## src/rtl/eeprom_i2c_pkg.sv

```systemverilog
package eeprom_i2c_pkg;
  typedef enum logic [2:0] {
    ST_IDLE, ST_RX, ST_ACK, ST_WAIT_STOP, ST_TX, ST_MACK
  } st_e;

  typedef enum logic [1:0] {
    PH_DEV, PH_WADDR, PH_WDATA
  } ph_e;
endpackage

```

## src/rtl/i2c_line_sync.sv

```systemverilog
module i2c_line_sync #(
  parameter int STAGES = 2
) (
  input  logic clk_i,
  input  logic rst_ni,
  input  logic scl_i,
  input  logic sda_i,
  output logic scl_o,
  output logic sda_o,
  output logic scl_rise_o,
  output logic scl_fall_o,
  output logic start_o,
  output logic stop_o
);
  logic [STAGES-1:0] scl_ff, sda_ff;
  logic scl_q, sda_q;

  always_ff @(posedge clk_i or negedge rst_ni) begin
    if (!rst_ni) begin
      scl_ff <= '1;
      sda_ff <= '1;
      scl_q  <= 1'b1;
      sda_q  <= 1'b1;
    end else begin
      scl_ff <= {scl_ff[STAGES-2:0], scl_i};
      sda_ff <= {sda_ff[STAGES-2:0], sda_i};
      scl_q  <= scl_ff[STAGES-1];
      sda_q  <= sda_ff[STAGES-1];
    end
  end

  assign scl_o      = scl_ff[STAGES-1];
  assign sda_o      = sda_ff[STAGES-1];
  assign scl_rise_o = scl_o & ~scl_q;
  assign scl_fall_o = ~scl_o & scl_q;
  assign start_o    = scl_o & scl_q & sda_q & ~sda_o;
  assign stop_o     = scl_o & scl_q & ~sda_q & sda_o;
endmodule

```

## src/rtl/eeprom_busy_timer.sv

```systemverilog
module eeprom_busy_timer #(
  parameter int WRITE_CYCLES = 1000
) (
  input  logic clk_i,
  input  logic rst_ni,
  input  logic kick_i,
  output logic busy_o
);
  localparam int CW = $clog2(WRITE_CYCLES + 1);
  logic [CW-1:0] cnt;

  always_ff @(posedge clk_i or negedge rst_ni) begin
    if (!rst_ni)           cnt <= '0;
    else if (kick_i)       cnt <= CW'(WRITE_CYCLES);
    else if (cnt != '0)    cnt <= cnt - 1'b1;
  end

  assign busy_o = (cnt != '0);
endmodule

```

## src/rtl/eeprom_i2c_target.sv

```systemverilog
module eeprom_i2c_target
  import eeprom_i2c_pkg::*;
#(
  parameter int         MEM_DEPTH    = 256,
  parameter int         WRITE_CYCLES = 1000,
  parameter logic [6:0] DEV_ADDR     = 7'b1010000
) (
  input  logic clk_i,
  input  logic rst_ni,
  input  logic scl_i,
  input  logic sda_i,
  output logic sda_oe_o
);
  localparam int ADDR_W = $clog2(MEM_DEPTH);

  logic scl_s, sda_s, scl_rise, scl_fall, start_ev, stop_ev;
  logic busy, commit, waddr_ld;

  st_e              state;
  ph_e              phase;
  logic [3:0]       bit_cnt;
  logic [7:0]       rx_sh, tx_sh, wr_data;
  logic             rw_q, mack_q, oe_q;
  logic [ADDR_W-1:0] wr_ptr, word_cnt;
  logic [7:0]       mem [MEM_DEPTH];

  i2c_line_sync #(.STAGES(2)) sync_i (
    .clk_i, .rst_ni, .scl_i, .sda_i,
    .scl_o(scl_s), .sda_o(sda_s),
    .scl_rise_o(scl_rise), .scl_fall_o(scl_fall),
    .start_o(start_ev), .stop_o(stop_ev)
  );

  assign commit = stop_ev && (state == ST_WAIT_STOP);

  eeprom_busy_timer #(.WRITE_CYCLES(WRITE_CYCLES)) timer_i (
    .clk_i, .rst_ni, .kick_i(commit), .busy_o(busy)
  );

  // Byte decision at the fall that closes the 8th data clock
  logic rx_done, dev_match;
  assign rx_done   = (state == ST_RX) && scl_fall && (bit_cnt == 4'd8);
  assign dev_match = (rx_sh[7:1] == DEV_ADDR) && !busy;
  assign waddr_ld  = rx_done && (phase == PH_WADDR) && !start_ev && !stop_ev;

  always_ff @(posedge clk_i or negedge rst_ni) begin
    if (!rst_ni) begin
      state    <= ST_IDLE;
      phase    <= PH_DEV;
      bit_cnt  <= '0;
      rx_sh    <= '0;
      tx_sh    <= '0;
      wr_data  <= '0;
      wr_ptr   <= '0;
      word_cnt <= '0;
      rw_q     <= 1'b0;
      mack_q   <= 1'b0;
      oe_q     <= 1'b0;
    end else if (start_ev) begin
      state   <= ST_RX;
      phase   <= PH_DEV;
      bit_cnt <= '0;
      oe_q    <= 1'b0;
    end else if (stop_ev) begin
      if (commit) word_cnt <= ADDR_W'(wr_ptr + 1'b1);
      state <= ST_IDLE;
      oe_q  <= 1'b0;
    end else begin
      unique case (state)
        ST_RX: begin
          if (scl_rise && bit_cnt != 4'd8) begin
            rx_sh   <= {rx_sh[6:0], sda_s};
            bit_cnt <= bit_cnt + 1'b1;
          end else if (rx_done) begin
            bit_cnt <= '0;
            unique case (phase)
              PH_DEV: begin
                if (dev_match) begin
                  rw_q  <= rx_sh[0];
                  oe_q  <= 1'b1;
                  state <= ST_ACK;
                end else begin
                  state <= ST_IDLE;
                end
              end
              PH_WADDR: begin
                wr_ptr   <= rx_sh[ADDR_W-1:0];
                word_cnt <= rx_sh[ADDR_W-1:0];
                oe_q     <= 1'b1;
                state    <= ST_ACK;
              end
              default: begin
                wr_data <= rx_sh;
                oe_q    <= 1'b1;
                state   <= ST_ACK;
              end
            endcase
          end
        end
        ST_ACK: begin
          if (scl_fall) begin
            oe_q <= 1'b0;
            unique case (phase)
              PH_DEV: begin
                if (rw_q) begin
                  tx_sh    <= mem[word_cnt];
                  oe_q     <= ~mem[word_cnt][7];
                  word_cnt <= ADDR_W'(word_cnt + 1'b1);
                  bit_cnt  <= '0;
                  state    <= ST_TX;
                end else begin
                  phase <= PH_WADDR;
                  state <= ST_RX;
                end
              end
              PH_WADDR: begin
                phase <= PH_WDATA;
                state <= ST_RX;
              end
              default: state <= ST_WAIT_STOP;
            endcase
          end
        end
        ST_TX: begin
          if (scl_fall) begin
            if (bit_cnt == 4'd7) begin
              oe_q    <= 1'b0;
              bit_cnt <= '0;
              state   <= ST_MACK;
            end else begin
              tx_sh   <= {tx_sh[6:0], 1'b0};
              oe_q    <= ~tx_sh[6];
              bit_cnt <= bit_cnt + 1'b1;
            end
          end
        end
        ST_MACK: begin
          if (scl_rise) mack_q <= ~sda_s;
          else if (scl_fall) begin
            if (mack_q) begin
              tx_sh    <= mem[word_cnt];
              oe_q     <= ~mem[word_cnt][7];
              word_cnt <= ADDR_W'(word_cnt + 1'b1);
              state    <= ST_TX;
            end else begin
              state <= ST_IDLE;
            end
          end
        end
        default: ;  // ST_IDLE, ST_WAIT_STOP: wait for start or stop
      endcase
    end
  end

  always_ff @(posedge clk_i or negedge rst_ni) begin
    if (!rst_ni) begin
      for (int i = 0; i < MEM_DEPTH; i++) mem[i] <= '0;
    end else if (commit) begin
      mem[wr_ptr] <= wr_data;
    end
  end

  assign sda_oe_o = oe_q;
endmodule

```

## config.mk

```make
export PLATFORM = sky130hd
export DESIGN_NAME = eeprom_i2c_target
export DESIGN_NICKNAME = d
export VERILOG_FILES = /design/src/rtl/eeprom_i2c_pkg.sv /design/src/rtl/i2c_line_sync.sv /design/src/rtl/eeprom_busy_timer.sv /design/src/rtl/eeprom_i2c_target.sv
export SDC_FILE = /design/constraint.sdc
export NUM_CORES = 2
export LEC_CHECK = 0
export CAP_MARGIN = 20
export CORE_ASPECT_RATIO = 0.8
export CORE_UTILIZATION = 25
export CTS_CLUSTER_SIZE = 28
export DETAILED_ROUTE_END_ITERATION = 6
export PLACE_DENSITY_LB_ADDON = 0.2
export SLEW_MARGIN = 20
export SYNTH_ARGS = -nofsm -noshare
export SYNTH_HDL_FRONTEND = slang
export SYNTH_SLANG_ARGS = --single-unit
```

## constraint.sdc

```tcl
create_clock -name clk_i -period 3.7 [get_ports clk_i]
set_clock_uncertainty 0.05 [all_clocks]
set_input_delay 1.11 -clock clk_i [delete_from_list [all_inputs] [get_ports clk_i]]
set_output_delay 1.11 -clock clk_i [all_outputs]
set_load 0.05 [all_outputs]
```

* Word-level counts from Yosys, hierarchy flattened *
Cells that the tools add are included.

word-level totals
  bits in registers = 2,115
  input port bits = 4
  output and inout bits = 1
  word-level logic and storage cells = 446

cells by class
  muxes and demuxes = 75
  bitwise logic cells = 19
  order comparisons = 3
  reduce and logical (&&, ||, !) cells = 29
  add/sub/neg operators = 4
  equal/unequal tests = 44

operators by type and width
  kind                                                      count
  bitwise mux 2048 bit                                      1
  two-way mux 8 bit                                         14
  binary-select mux 8 bit (select 8 bit)                    1
  demux 8 bit (select 8 bit)                                1
  two-way mux 7 bit                                         8
  != test 3 bit, second input constant                      13
  two-way mux 3 bit                                         12
  two-way mux 4 bit                                         9
  != test 4 bit, second input constant                      9
  one-hot mux 8 bit (3 select lines)                        1
  one-hot mux 7 bit (3 select lines)                        1
  two-way mux 10 bit                                        2
  greater-or-equal comparator 9 bit, second input constant  2
  != test 2 bit, second input constant                      9
  NOT 8 -> 9 bit                                            2
  adder 8 x 1 -> 8 bit, second input constant               2
  two-way mux 1 bit                                         14
  AND reduction 7 bit                                       2
  two-way mux 2 bit                                         6
  one-hot mux 3 bit (4 select lines)                        1
  one-hot mux 4 bit (3 select lines)                        1
  AND reduction 12 bit                                      1
  AND reduction 6 bit                                       2
  AND reduction 11 bit                                      1
  other kinds (32)                                          59

* Depth between registers and ports, before layout *
  depth in word-level cells = 11
  depth in mapped cells = 13
  gate-level depth less buffers = 9

* Hierarchy *
From an unflattened synthesis, not the netlist that was laid out.

second synthesis, totals
  cell total of the unflattened synthesis = 6,313
  area total of the unflattened synthesis = 97,193.2 µm²

by module, submodules not included
  module             area each (µm²)  seq. area each (µm²)  times used  cells an instance
  eeprom_i2c_target  96,460.0         52,525.4              1           6,248
  eeprom_busy_timer  543.0            250.2                 1           55
  i2c_line_sync      190.2            157.7                 1           10

* Worst setup path after synthesis *
OpenSTA, ideal clock, no wires.

  kind = register to register
  from = register word_cnt[0]
  to = register tx_sh[4]
  required time = 3,508 ps
  slack = 826 ps
  buffers on the path = 5
  arrival = 2,682 ps
  stages on the path, launching flop included = 13
  clock period less this slack = 2,874 ps
  library setup time = 142 ps
  cells stage by stage = dfrtp_1 > buf_4 > buf_6 > buf_4 > buf_2 > buf_2 > mux4_2 > mux2i_1 > o22ai_1 > nor3_1 > o31ai_1 > o2111ai_1 > o2111ai_1

on the way
  word-level cells in the longest chain between the ends = 8
  elaborated cells on any way between the ends = 11
  classes of those cells = mux (10); bitwise (1)

RTL lines
  element                                      line                                                source
  from (decl)                                  eeprom_i2c_target.sv:24                             logic [ADDR_W-1:0] wr_ptr, word_cnt;
  from (signal assigned)                       eeprom_i2c_target.sv:65                             if (commit) word_cnt <= ADDR_W'(wr_ptr + 1'b1);
  from (signal assigned)                       eeprom_i2c_target.sv:88                             word_cnt <= rx_sh[ADDR_W-1:0];
  from (signal assigned)                       eeprom_i2c_target.sv:108                            word_cnt <= ADDR_W'(word_cnt + 1'b1);
  NOT 8 -> 9 bit (implied by the code) (*)     eeprom_i2c_target.sv:106, eeprom_i2c_target.sv:141
  binary-select mux 8 bit (select 8 bit) (*)   eeprom_i2c_target.sv:106, eeprom_i2c_target.sv:141
  two-way mux 8 bit (*) (2 in a row)           --
  two-way mux 7 bit, on equally long branches  eeprom_i2c_target.sv:140, eeprom_i2c_target.sv:105
  two-way mux 7 bit, on equally long branches  eeprom_i2c_target.sv:139, eeprom_i2c_target.sv:103
  two-way mux 7 bit, on equally long branches  eeprom_i2c_target.sv:138, eeprom_i2c_target.sv:101
  one-hot mux 7 bit (3 select lines) (*)       eeprom_i2c_target.sv:69                             unique case (state)
  to (signal assigned)                         eeprom_i2c_target.sv:106                            tx_sh <= mem[word_cnt];
  to (signal assigned)                         eeprom_i2c_target.sv:131                            tx_sh <= {tx_sh[6:0], 1'b0};
  to (signal assigned)                         eeprom_i2c_target.sv:141                            tx_sh <= mem[word_cnt];
  to (decl)                                    eeprom_i2c_target.sv:22                             logic [7:0] rx_sh, tx_sh, wr_data;

Mark *: on every way between the ends. The rest lies on a longest branch, timed or not. The select of a mux whose other input is x is not followed.
A chain may end at the register's enable or synchronous reset.

* Worst setup path in the final report *
  from = register word_cnt[4]
  to = register tx_sh[6]

The elaborated chain is that of the path after synthesis.

==> run metrics <==
Crit Reg-Reg Endpoint=tx_sh[6]; # IOs=5; fraction of the cycle the final worst path needs=0.977; Die H=559 µm; Arr. time, crit path=between 4 and 5 ns; Synth Area in Adders=0.00116; Initial Util=0.251; post-place setup slack=-0.482 ns; WL/cell=27.2 µm; DR vias=between 50,000 and 60,000; XOR/XNOR Fraction of Synth Area=0.00162; Switching Share=0.293; CTS tree=done; Comb power frac=0.188; CP Launch Type=flip-flop; drt via density=4.82; simple-gate share of the synthesized area=0.0289; Synth Flop Type=dfrtp_1; layout cell share with drive strength beyond 1=0.561; pwr dens=510 nW/µm²; # setup viols final=0; post-synthesis compound-gate area fraction=0.0185; fin. max-slew vios=0; core area=between 300,000 and 400,000 µm²; CP dominant cell by count=buf_4; Core Util, Final=0.296; Syn Nets=6,206; Root Driver=clkbuf_16; post-synth top area share=0.544; number of flops mapped to enable cells by yosys=0; CTS H-tree lvls=4; gr ovfl total=0; RR Startpoint=word_cnt[4]; cell taking the most area after synthesis=dfrtp_1; vias in the first global route=between 50,000 and 60,000; ys async rst share=1.00; CP max stage delay=a little over 0.7 ns; Area after DPL=between 100,000 and 150,000 µm²; min Tclk post-route=3.61 ns; Seq/Total Area, Yosys=0.545; global-route wire length before repair=469,000 µm; gr usage total=0.163; worst-margin pin slew=around 1.1 ns; Critical Path RT=~4.5 ns; TritonCTS Buffers=227; clock sinks=2,115; mux cell area share after synthesis=0.382; Mapped Area=slightly below 100,000 µm²; HP Class=input pin to async pin; Clock Pin Slew Worst Setup and Hold Paths=0.07 ns; fmax=between 200 and 300 MHz; Tot Pwr=about 0.058 W; Sw Pwr=about 0.017 W; Final WS setup=about 0.085 ns; power share of the clock group=0.409; Pleak=about 52 nW; FF+latch count, synth=2,115; Die ar.=391,000 µm²; Final Hold Vio Count=0; initial antenna violation count=30; critical path cell sequence=buf_4 > clkinv_1 > buf_4 > nand2_1 > a211oi_1 > o21ai_0 > a311oi_2 > a311o_1 > a31oi_1; HPWL after DPL=214,000 µm; Routed WL=between 300,000 and 400,000 µm; Design Area, Final=around 110,000 µm²; Layout Nets=around 6,500; RSZ-0062 raised after global routing=no; syn_area_per_cell=15.7 µm²; crit path max fanout=11; largest cells by area after synthesis=dfrtp_1 54%, mux2_2 24%, mux4_2 13%; Crit-path slowest cell=nand2_1; hold buffer count at cts=0; largest net degree at the start of global routing=135; Die X-Extent=699 µm; yosys warns=0; Post-route DRC=0; MaxCap Viol Count=0; reg2reg path depth=9; Clock Latency Late Sink=around 0.9 ns; Syn Inst Count=just over 6,000; most common cell after layout, fill and taps aside=dfrtp_1; status=completed; Hold Slack=around 0.11 ns; Buffers on Ports=4; post-route antenna net violation count=0; flop2flop setup slack=about 0.085 ns; Int Pwr=between 0.04 and 0.05 W; # fillers=38,300; Netlist cell types=70; DR iter-0 viols=roughly 4,400; Max clock buf depth=4; Area Growth Syn to Fin=17.9%; largest family of logic cells by synthesized area=multiplexers; First-pass DRT Iterations=5; commonest non-fill, non-tap cells in the layout=2,095 x dfrtp_1, 2,094 x mux2_2, 549 x mux4_2; IR drop worst, VDD=between 0.4 and 0.5 mV; Setup crit end kind=flip-flop; FP Rows=~200; register share of total power=0.404; WS Path Type=flip-flop to flip-flop; GP Congestion=~0.83; Relative slew margins=0.252
==> cell families (layout without fill, tap and decap cells) <==
logic type / count (synthesis) / after routing
multiplexers: 2761 / 2761
flip-flops: 2115 / 2115
AND/OR/NAND/NOR: 550 / 550
buffers and inverters: 472 / 960
AO/OA/AOI/OAI: 268 / 268
XOR/XNOR: 18 / 18
adder cells (fa/ha/maj): 9 / 9
other: 0 / 2
==> per-stage QoR <==
stage | cells | TNS [ns]
4_1_cts | 11800 | 0
3_5_place_dp | 11400 | -1.47
5_1_grt | 11800 | 0
2_1_floorplan | 6193 | 0
6_report | 11800 | 0
3_3_place_gp | 11400 | -2.42
==> state kept, by name, indices dropped and copies added (netlist names), 2 cells and up <==
name           count
bit_cnt            4
rx_sh              8
tx_sh              7
word_cnt           8
wr_data            8
phase              2
state              3
timer_i.cnt       10
sync_i.scl_ff      2
wr_ptr             8
sync_i.sda_ff      2
mem             2048
==> critical path, delay by kind of cell (launching register included) <==
family	cells	cell delay, ns
AO/OA/AOI/OAI	5	1.22
buffers and inverters	3	1.15
flip-flops	1	0.37
AND/OR/NAND/NOR	1	0.72
==> how the worst max path moves through the flow <==
stage                     start       end  slack, ns  cells after the start
floorplan           word_cnt[0]  tx_sh[4]       0.83                     12
detailed placement  word_cnt[0]  tx_sh[0]      -0.48                      9
CTS                 word_cnt[0]  sda_oe_o       0.07                     10
global route        word_cnt[4]  tx_sh[6]       0.02                      9
finish              word_cnt[4]  tx_sh[6]       0.09                      9
global placement    word_cnt[0]  tx_sh[2]      -0.84                      9
==> power groups by stage <==
stage	clock network (W)	logic [W]	registers [W]
global route	0.0255	0.0115	0.0235
floorplan	0	0.00582	0.0238
detailed placement	0	0.0109	0.0240
finish	0.0238	0.0110	0.0235
CTS	0.0246	0.0111	0.0235
global placement	0	0.0110	0.0240
==> cell usage after synthesis (7+ instances only) <==
cell type	n
xnor2_1	14
buf_4	32
clkbuf_1	301
a31oi_1	9
a22oi_1	17
a221oi_1	14
inv_1	12
nand2_1	88
a211oi_1	20
buf_6	20
nor2_2	160
buf_1	19
nor2_1	158
dfrtp_1	2109
nor3_1	17
and2_1	7
o22ai_1	39
nor2b_1	18
mux2_2	2094
mux2i_1	118
o221ai_1	16
o21ai_0	54
nand2b_1	14
mux4_2	549
a21oi_1	45
ha_1	9
and3_1	7
buf_2	85
nand3_1	42
==> final cells by class <==
cell class	count	area, µm²	share of cell area
well taps	5150	6440	0.0563
clock buffers	338	6740	0.0589
clock inverters	70	897	0.00784
repair buffers	537	5150	0.0451
multi-input cells	3606	42100	0.368
inverters	15	66.3	0.000580
flip-flops and latches	2115	53000	0.463
diodes	2	5.00	0.0000437
==> metal layers <==
layer	up-vias	global-route usage	wire length [µm]
li1	23800	-	-
met1	31600	0.254	162000
met2	1296	0.234	136000
met3	347	0.0293	17500
met4	6	0.0309	6160
met5	-	0	41
==> timing repair <==
| item | CTS | global route |
|---|---|---|
| buffers inserted | 2 | 0 |
| gates resized for setup | 7 | 3 |
| setup endpoints to repair | 7 | 3 |
Power figures use the tool's default switching activity.
